### config.mk
export PLATFORM = sky130hd
export DESIGN_NAME = cm_marker
export DESIGN_NICKNAME = d
export VERILOG_FILES = /design/src/rtl/cm_pkg.sv /design/src/rtl/cm_occ_counter.sv /design/src/rtl/cm_port_state.sv /design/src/rtl/cm_hdr_mark.sv /design/src/rtl/cm_marker.sv
export SDC_FILE = /design/constraint.sdc
export NUM_CORES = 1
export LEC_CHECK = 0
export BUFFER_PORTS_ARGS = -buffer_cell sky130_fd_sc_hd__buf_2
export CAP_MARGIN = 5
export CORE_ASPECT_RATIO = 0.6
export CORE_MARGIN = 4
export CORE_UTILIZATION = 28
export CTS_BUF_LIST = sky130_fd_sc_hd__clkbuf_16
export CTS_CLUSTER_SIZE = 20
export DETAILED_ROUTE_END_ITERATION = 7
export GPL_TIMING_DRIVEN = 0
export HOLD_SLACK_MARGIN = 0.12
export SLEW_MARGIN = 20
export SYNTH_ARGS = -nofsm -noshare
export SYNTH_HDL_FRONTEND = slang
export SYNTH_HIERARCHICAL = 1
export SYNTH_SLANG_ARGS = --single-unit
### constraint.sdc
create_clock -name clk -period 2.41 [get_ports clk]
set_clock_uncertainty 0.1 [all_clocks]
set_input_delay 0.241 -clock clk [delete_from_list [all_inputs] [get_ports clk]]
set_output_delay 0.241 -clock clk [all_outputs]
set_load 0.005 [all_outputs]
### src/rtl/cm_pkg.sv
package cm_pkg;
    // Default geometry shared by the marker and its bench-facing defaults.
    localparam int DEF_PORTS     = 4;
    localparam int DEF_Q_PER_PORT = 2;
    localparam int DEF_CNT_W     = 5;
    localparam int DEF_HDR_W     = 16;
    localparam int DEF_MARK_POS  = 13;
    localparam int DEF_THR_HIGH  = 8;
    localparam int DEF_THR_LOW   = 2;

    // Returns the output port fed by a given hot queue.
    function automatic int q2port(input int q, input int q_per_port);
        return q / q_per_port;
    endfunction
endpackage

### src/rtl/cm_occ_counter.sv
// Occupancy counter for one hot queue.
// Assumes: strobes are single-cycle per packet; counter is held at zero
// while the queue is not allocated; saturates at both ends.
module cm_occ_counter #(
    parameter int CNT_W = 5
) (
    input  logic             clk,
    input  logic             rst_n,
    input  logic             alloc,
    input  logic             enq,
    input  logic             deq,
    output logic [CNT_W-1:0] level
);
    localparam logic [CNT_W-1:0] LVL_MAX = '1;

    // Track occupancy from the strobes, forced to zero when deallocated.
    always_ff @(posedge clk) begin
        if (!rst_n) begin
            level <= '0;
        end else if (!alloc) begin
            level <= '0;
        end else if (enq && !deq && level != LVL_MAX) begin
            level <= level + 1'b1;
        end else if (deq && !enq && level != '0) begin
            level <= level - 1'b1;
        end
    end
endmodule

### src/rtl/cm_port_state.sv
// Per-port congestion flags with switch-wide hysteretic release.
// Assumes: thr_lo < thr_hi (enforced by the threshold register), so a
// queue at or above thr_hi can never also be below thr_lo.
module cm_port_state #(
    parameter int NP    = 4,
    parameter int QPP   = 2,
    parameter int CNT_W = 5,
    localparam int NQ   = NP * QPP
) (
    input  logic                clk,
    input  logic                rst_n,
    input  logic [NQ*CNT_W-1:0] levels,
    input  logic [CNT_W-1:0]    thr_hi,
    input  logic [CNT_W-1:0]    thr_lo,
    output logic [NP-1:0]       port_cong
);
    logic [NP-1:0] hit;
    logic [NQ-1:0] below;
    logic          release_all;

    // Per-port entry condition: any queue of the port at or above high.
    always_comb begin
        hit = '0;
        for (int p = 0; p < NP; p++) begin
            for (int k = 0; k < QPP; k++) begin
                if (levels[(p*QPP+k)*CNT_W +: CNT_W] >= thr_hi) hit[p] = 1'b1;
            end
        end
    end

    // Per-queue release condition: occupancy strictly below low.
    generate
        for (genvar q = 0; q < NQ; q++) begin : g_below
            assign below[q] = levels[q*CNT_W +: CNT_W] < thr_lo;
        end
    endgenerate

    assign release_all = &below;

    // Set per port on entry, clear all ports on the switch-wide release.
    always_ff @(posedge clk) begin
        if (!rst_n) begin
            port_cong <= '0;
        end else if (release_all) begin
            port_cong <= '0;
        end else begin
            port_cong <= port_cong | hit;
        end
    end
endmodule

### src/rtl/cm_hdr_mark.sv
// One-stage header pass-through that sets the forward congestion bit.
// Assumes: hdr_in_port is below NP; the mark uses the port flag as it
// stands in the cycle the header is presented.
module cm_hdr_mark #(
    parameter int NP       = 4,
    parameter int HDR_W    = 16,
    parameter int MARK_POS = 13,
    localparam int PW      = (NP > 1) ? $clog2(NP) : 1
) (
    input  logic             clk,
    input  logic             rst_n,
    input  logic [NP-1:0]    port_cong,
    input  logic             hdr_in_valid,
    input  logic [HDR_W-1:0] hdr_in,
    input  logic [PW-1:0]    hdr_in_port,
    output logic             hdr_out_valid,
    output logic [HDR_W-1:0] hdr_out,
    output logic [PW-1:0]    hdr_out_port
);
    localparam logic [HDR_W-1:0] MARK_MASK = HDR_W'(1) << MARK_POS;

    logic set_mark;

    // Decide whether this header picks up a mark from its port.
    assign set_mark = hdr_in_valid && port_cong[hdr_in_port];

    // Register the header, OR-ing in the mark so upstream marks persist.
    always_ff @(posedge clk) begin
        if (!rst_n) begin
            hdr_out_valid <= 1'b0;
            hdr_out       <= '0;
            hdr_out_port  <= '0;
        end else begin
            hdr_out_valid <= hdr_in_valid;
            hdr_out       <= set_mark ? (hdr_in | MARK_MASK) : hdr_in;
            hdr_out_port  <= hdr_in_port;
        end
    end
endmodule

### src/rtl/cm_marker.sv
// Top of the hysteretic congestion marker: per-queue occupancy counters,
// threshold register, per-port congestion state and header marking stage.
// Assumes: queue q feeds port q / QPP; allocation is decided outside.
module cm_marker #(
    parameter int NP       = cm_pkg::DEF_PORTS,
    parameter int QPP      = cm_pkg::DEF_Q_PER_PORT,
    parameter int CNT_W    = cm_pkg::DEF_CNT_W,
    parameter int HDR_W    = cm_pkg::DEF_HDR_W,
    parameter int MARK_POS = cm_pkg::DEF_MARK_POS,
    parameter int THR_HIGH = cm_pkg::DEF_THR_HIGH,
    parameter int THR_LOW  = cm_pkg::DEF_THR_LOW,
    localparam int NQ      = NP * QPP,
    localparam int PW      = (NP > 1) ? $clog2(NP) : 1
) (
    input  logic                clk,
    input  logic                rst_n,
    input  logic [NQ-1:0]       hq_alloc,
    input  logic [NQ-1:0]       hq_enq,
    input  logic [NQ-1:0]       hq_deq,
    input  logic                cfg_wr,
    input  logic [CNT_W-1:0]    cfg_high,
    input  logic [CNT_W-1:0]    cfg_low,
    input  logic                hdr_in_valid,
    input  logic [HDR_W-1:0]    hdr_in,
    input  logic [PW-1:0]       hdr_in_port,
    output logic                hdr_out_valid,
    output logic [HDR_W-1:0]    hdr_out,
    output logic [PW-1:0]       hdr_out_port,
    output logic [NP-1:0]       port_cong,
    output logic [NQ*CNT_W-1:0] hq_level
);
    logic [CNT_W-1:0] thr_hi_q;
    logic [CNT_W-1:0] thr_lo_q;

    // Threshold register: accept a write only if low stays below high.
    always_ff @(posedge clk) begin
        if (!rst_n) begin
            thr_hi_q <= CNT_W'(THR_HIGH);
            thr_lo_q <= CNT_W'(THR_LOW);
        end else if (cfg_wr && (cfg_low < cfg_high)) begin
            thr_hi_q <= cfg_high;
            thr_lo_q <= cfg_low;
        end
    end

    // One occupancy counter per hot queue.
    generate
        for (genvar q = 0; q < NQ; q++) begin : g_occ
            cm_occ_counter #(.CNT_W(CNT_W)) i_occ (
                .clk   (clk),
                .rst_n (rst_n),
                .alloc (hq_alloc[q]),
                .enq   (hq_enq[q]),
                .deq   (hq_deq[q]),
                .level (hq_level[q*CNT_W +: CNT_W])
            );
        end
    endgenerate

    cm_port_state #(.NP(NP), .QPP(QPP), .CNT_W(CNT_W)) i_state (
        .clk       (clk),
        .rst_n     (rst_n),
        .levels    (hq_level),
        .thr_hi    (thr_hi_q),
        .thr_lo    (thr_lo_q),
        .port_cong (port_cong)
    );

    cm_hdr_mark #(.NP(NP), .HDR_W(HDR_W), .MARK_POS(MARK_POS)) i_mark (
        .clk           (clk),
        .rst_n         (rst_n),
        .port_cong     (port_cong),
        .hdr_in_valid  (hdr_in_valid),
        .hdr_in        (hdr_in),
        .hdr_in_port   (hdr_in_port),
        .hdr_out_valid (hdr_out_valid),
        .hdr_out       (hdr_out),
        .hdr_out_port  (hdr_out_port)
    );
endmodule

; Yosys cells after proc, flatten, opt, wreduce, memory -nomap -nowiden
; Index checks and enable logic that the tools add are counted.
[totals]
ff_bits = 73
latchBits = 0
ramBits = 0
mem_bits_ro = 0
in_bits = 56
output_inout_bits = 63
mem_count = 0
[classes]
n_addsub = 16
mul = 0
div = 0
magnitude_cmp = 18
n_eq_ne = 8
shifts = 0
n_mux = 27
bitwise = 2
reduce_logical = 76
[ops]
columns = op, n
row1 = $mux W5, 16
row2 = $lt A5 B5 Y1, 9
row3 = $add A5 B1 Y5 const B, 8
row4 = $ge A5 B5 Y1, 8
row5 = $ne A5 B5 Y1 const B, 8
row6 = $reduce_bool A5 Y1, 8
row7 = $sub A5 B1 Y5 const B, 8
row8 = $logic_and A1 B1 Y1, 34
row9 = $logic_not A1 Y1, 16
row10 = $reduce_and A2 Y1, 8
row11 = $reduce_bool A2 Y1, 8
row12 = $mux W14, 1
row13 = $mux W1, 9
row14 = $reduce_and A8 Y1, 1
row15 = $or A4 B4 Y4, 1
row16 = $lt A2 B3 Y1 const B, 1
row17 = $bmux W1 S2, 1
row18 = $reduce_or A2 Y1, 1
row19 = $not A1 Y1, 1

; Logic depth before layout (Yosys ltp)
[logic_depth]
depth_word = 5
ltp_mapped = 9
mapped_depth_nobuf = 8

; Cells and area by module
; The synthesis kept the hierarchy.
[by_module_without_submodules]
columns = module, instances, cells_each, area_per_inst_um2, seq_area_each_um2
row1 = cm_occ_counter, 8, 45, 382.9, 100.1
row2 = cm_port_state, 1, 176, 1650.3, 80.1
row3 = cm_marker, 1, 92, 728.2, 200.2
row4 = cm_hdr_mark, 1, 40, 529.3, 380.4

; Least setup slack after synthesis
; No wires, ideal clock.
[synth_path]
path_kind = register to register
startpoint = reg g_occ[5].i_occ.level[1]
endpoint = reg g_occ[5].i_occ.level[4]
setup_ns = 0.062
t_arrival_ns = 2.073
slack_ns = 0.175
path_stages_with_launch = 9
n_path_buf = 0
period_less_slack_ns = 2.235
path_cell_list = dfxtp_1 > nand4_1 > o21a_1 > inv_1 > ha_1 > a21oi_1 > nand2_1 > or4_1 > nand3_1
[synth_between]
elab_chain_len = 3
[synth_lines]
columns = item, line
row1 = from (decl), cm_occ_counter.sv:12  ; output logic [CNT_W-1:0] level
row2 = from (signal assigned), cm_occ_counter.sv:23  ; level <= level + 1'b1;
row3 = from (signal assigned), cm_occ_counter.sv:25  ; level <= level - 1'b1;
row4 = $sub A5 B1 Y5 (tied with other cells), cm_occ_counter.sv:25
row5 = $mux W5 (tied with other cells), cm_occ_counter.sv:24  ; end else if (deq && !enq && level != '0) begin
row6 = $mux W5 / $reduce_bool A2 Y1 (equally long branches), -
; Several ways; a longest one is shown, not always the timed one. The select of a mux whose other input is x is not followed.
; A chain may end at the register's enable or synchronous reset.

; Worst setup path in the final report
[layout_path]
startpoint = reg g_occ[2].i_occ.level[4]
endpoint = reg g_occ[2].i_occ.level[4]
[layout_between]
elab_chain_len = 3
[layout_lines]
columns = item, line
row1 = from (decl), cm_occ_counter.sv:12
row2 = from (signal assigned), cm_occ_counter.sv:23
row3 = from (signal assigned), cm_occ_counter.sv:25
row4 = $sub A5 B1 Y5 (tied with other cells), cm_occ_counter.sv:25
row5 = $mux W5 (tied with other cells), cm_occ_counter.sv:24
row6 = $mux W5 / $reduce_bool A2 Y1 (equally long branches), -
; Several ways; a longest one is shown, not always the timed one. The select of a mux whose other input is x is not followed.

==> summary.md <==
| Metric | Value |
|---|---|
| Worst VDD drop | `around 0.00038 V` |
| Top cell type's share of synthesized area | `0.245` |
| Root Buffer | `clkbuf_16` |
| Final hold vios | `0` |
| Syn Area/Cell | `8.94 um2` |
| Power Density | `around 530 nW/um2` |
| Cell Rows | `41` |
| Hold Path Sink | `thr_hi_q[2]` |
| TritonRoute pass-1 iters | `5` |
| Final WS setup | `0.108 ns` |
| Synth area leader | `dfxtp_1` |
| Slew Limit Fails | `0` |
| Layout area overhead | `27.2%` |
| Final Util | `0.362` |
| Relative slew slack | `0.506` |
| Leak pwr | `3.36 nW` |
| Number of synthesis warnings | `6` |
| Dpl ws | `-0.152 ns` |
| Core box area | `21000 um2` |
| Share of post-route cells with drive strength above 1 | `0.271` |
| Antenna violations before repair | `1` |
| Hold path start | `cfg_high[2]` |
| Max-cap violations | `0` |
| Die Span Y | `121 um` |
| Port Buffers | `118` |
| Setup crit start kind | `register` |
| Synth Register Bits | `73` |
| Crit Reg-Reg Endpoint | `g_occ[2].i_occ/level[4]` |
| GRT overflow | `0` |
| # clock sinks | `73` |
| First-pass GRT wire length | `28000 um` |
| Initial Utilization | `0.285` |
| Crit path DAT | `2.49 ns` |
| Number of global-route vias before repair | `between 5000 and 6000` |
| Mapped Cells | `between 600 and 700` |
| Crit path kind | `reg -> reg` |
| Post-Route WL | `about 17000 um` |
| Worst-Margin Slew | `0.741 ns` |
| DR iter-0 viols | `282` |
| Final Cycle Share | `0.955` |
| Synth unique cells | `between 50 and 60` |
| CP required | `2.60 ns` |
| Post-DRT Antenna Nets | `0` |
| Gpl congestion | `0.810` |
| Vias | `5561` |
| Drt via density | `5.01` |
| Clock latency on the worst-skew pair | `about 0.35 ns` |
| Ant diodes | `0` |
| Fmax | `around 0.43 GHz` |
| Crit-path max FO | `8` |
| Post-DP HPWL | `13000 um` |
| Net count after synthesis | `approximately 830` |
| Most common cell after layout, fill and taps aside | `buf_2` |
| Cell Area, Synth | `approximately 6000 um2` |
| CTS tree | `done` |
| Pwr Total | `a little over 4 mW` |
| Status | `finished clean` |
| Type of the worst min-delay path | `in -> reg` |
| Area after DPL | `6910 um2` |
| R2R Path Start | `g_occ[2].i_occ/level[4]` |
| Die X | `197 um` |
| H-tree levels | `3` |
| Most frequent cells in the layout | `120 x buf_2, 100 x ha_1, 46 x a21oi_1` |
| Fillers | `2137` |
| Worst R2R Setup Slack | `0.11 ns` |
| Sequential area share after synthesis | `0.245` |
| RSZ-0062 raised after global routing | `yes` |
| Synth top area cells | `dfxtp_1 24%, ha_1 21%, a21oi_1 4.5%, nor2b_1 3.5%, nand3_1 3.4%` |
| Post-DR wirelength/cell | `roughly 16 um` |
| Post-synth EDFFs | `0` |
| Register area | `1530 um2` |
| Final setup fails | `0` |
| Fin area | `7600 um2` |
| Crit end category | `register` |
| Area of the multi-input gates | `4330 um2` |
| Num CTS Buffers | `9` |
| Hold path depth | `3` |
| Max Buffers Root-to-Sink | `2` |
| Largest net degree at the start of global routing | `37` |
| Crit path time final | `2.30 ns` |
| Top_reg_cell synth | `dfxtp_1` |
| I/O pin cnt | `119` |
| Worst-path clk slew | `~0.060 ns` |
| Drc violations | `0` |
| Die area | `23800 um2` |
| # nets final | `between 900 and 1000` |
| GRT Overall Usage | `0.147` |
| Worst r2r path cells | `8` |
| FFs w/ async S/R, synth | `0` |
## repair_timing
action,CTS,global route
resized for setup,43,22
endpoints found under the hold margin,28,0
pin swaps,0,0
hold buffers,28,0
endpoints found under the setup margin,8,9
setup buffers,0,0
## synth_stat cells (9+ instances only)
master      n
inv_1      39
nor3_1     16
nor2b_1    33
dfxtp_1    73
nand3_1    41
nand2_1    32
and2_1     26
o211ai_1   10
a21oi_1    54
nor2_1      9
nand2b_1   15
o21ai_0    16
o21a_1     17
a211oi_1   24
nor4_1     14
ha_1      100
## report_power, final
group,internal (mW),leakage (nW),total [mW],switching [mW]
registers,1.30,0.620,1.44,0.143
logic,0.556,2.58,1.16,0.603
clock network,0.888,0.158,1.44,0.549
total,2.74,3.36,4.04,1.29
## worst max-delay path: stages, from the launching register on
cell and delay (ns):
dfxtp_2 0.43, nand4_1 0.12, o21a_1 0.27, inv_2 0.15
ha_1 0.28, a21oi_2 0.22, nand2_1 0.09, or4_1 0.48
nand3_1 0.09
## cell type report
cell class | count | share of cell area
timing repair buffer | 146 | 0.115
sequential | 73 | 0.202
multi-input combinational | 547 | 0.570
clock inverter | 7 | 0.0104
clock buffer | 9 | 0.0296
buffer | 9 | 0.00823
inverter | 39 | 0.0193
tap | 279 | 0.0459
## flip-flops by register name (all words and copies together) (netlist names)
signal	count
g_occ.i_occ/level	40
i_mark/hdr_out	16
thr_lo_q	5
i_mark/hdr_out_valid	1
i_state/port_cong	4
i_mark/hdr_out_port	2
thr_hi_q	5
## per-stage QoR
step | hold slack, ns | TNS, ns | std cells
finish | 0.139 | 0 | 1109
floorplan | 0.263 | 0 | 668
global placement | 0.341 | -0.652 | 1065
global route | 0.145 | -0.0197 | 1109
CTS | 0.120 | 0 | 1109
detailed placement | 0.344 | -0.844 | 1065
## logic make-up (layout without fill, tap and decap cells)
group           after synthesis  after routing  synth area share
simple gates                233            233             0.234
compound gates              189            189             0.221
fa+ha+maj                   108            108             0.236
flops                        73             73             0.245
buf+inv                      48            210            0.0350
mux                           9              9            0.0172
xor+xnor                      8              8            0.0117
## worst max path at each step
stage	from	to	cells past startpoint
final	g_occ[2].i_occ/level[4]	g_occ[2].i_occ/level[4]	8
after global routing	g_occ[7].i_occ/level[4]	g_occ[7].i_occ/level[4]	8
after CTS	g_occ[7].i_occ/level[1]	g_occ[7].i_occ/level[4]	8
after detailed placement	g_occ[3].i_occ/level[1]	g_occ[3].i_occ/level[4]	8
after global placement	g_occ[3].i_occ/level[1]	g_occ[3].i_occ/level[4]	8
after floorplan	g_occ[5].i_occ/level[1]	g_occ[5].i_occ/level[4]	8
## layer usage
layer,up-vias,wire (um),global-route usage
li1,2886,-,-
met1,2512,9850,0.236
met2,146,6300,0.187
met3,15,1050,0.0402
met4,2,148,0.0353
met5,-,13,0
(Power assumes the default switching activity.)
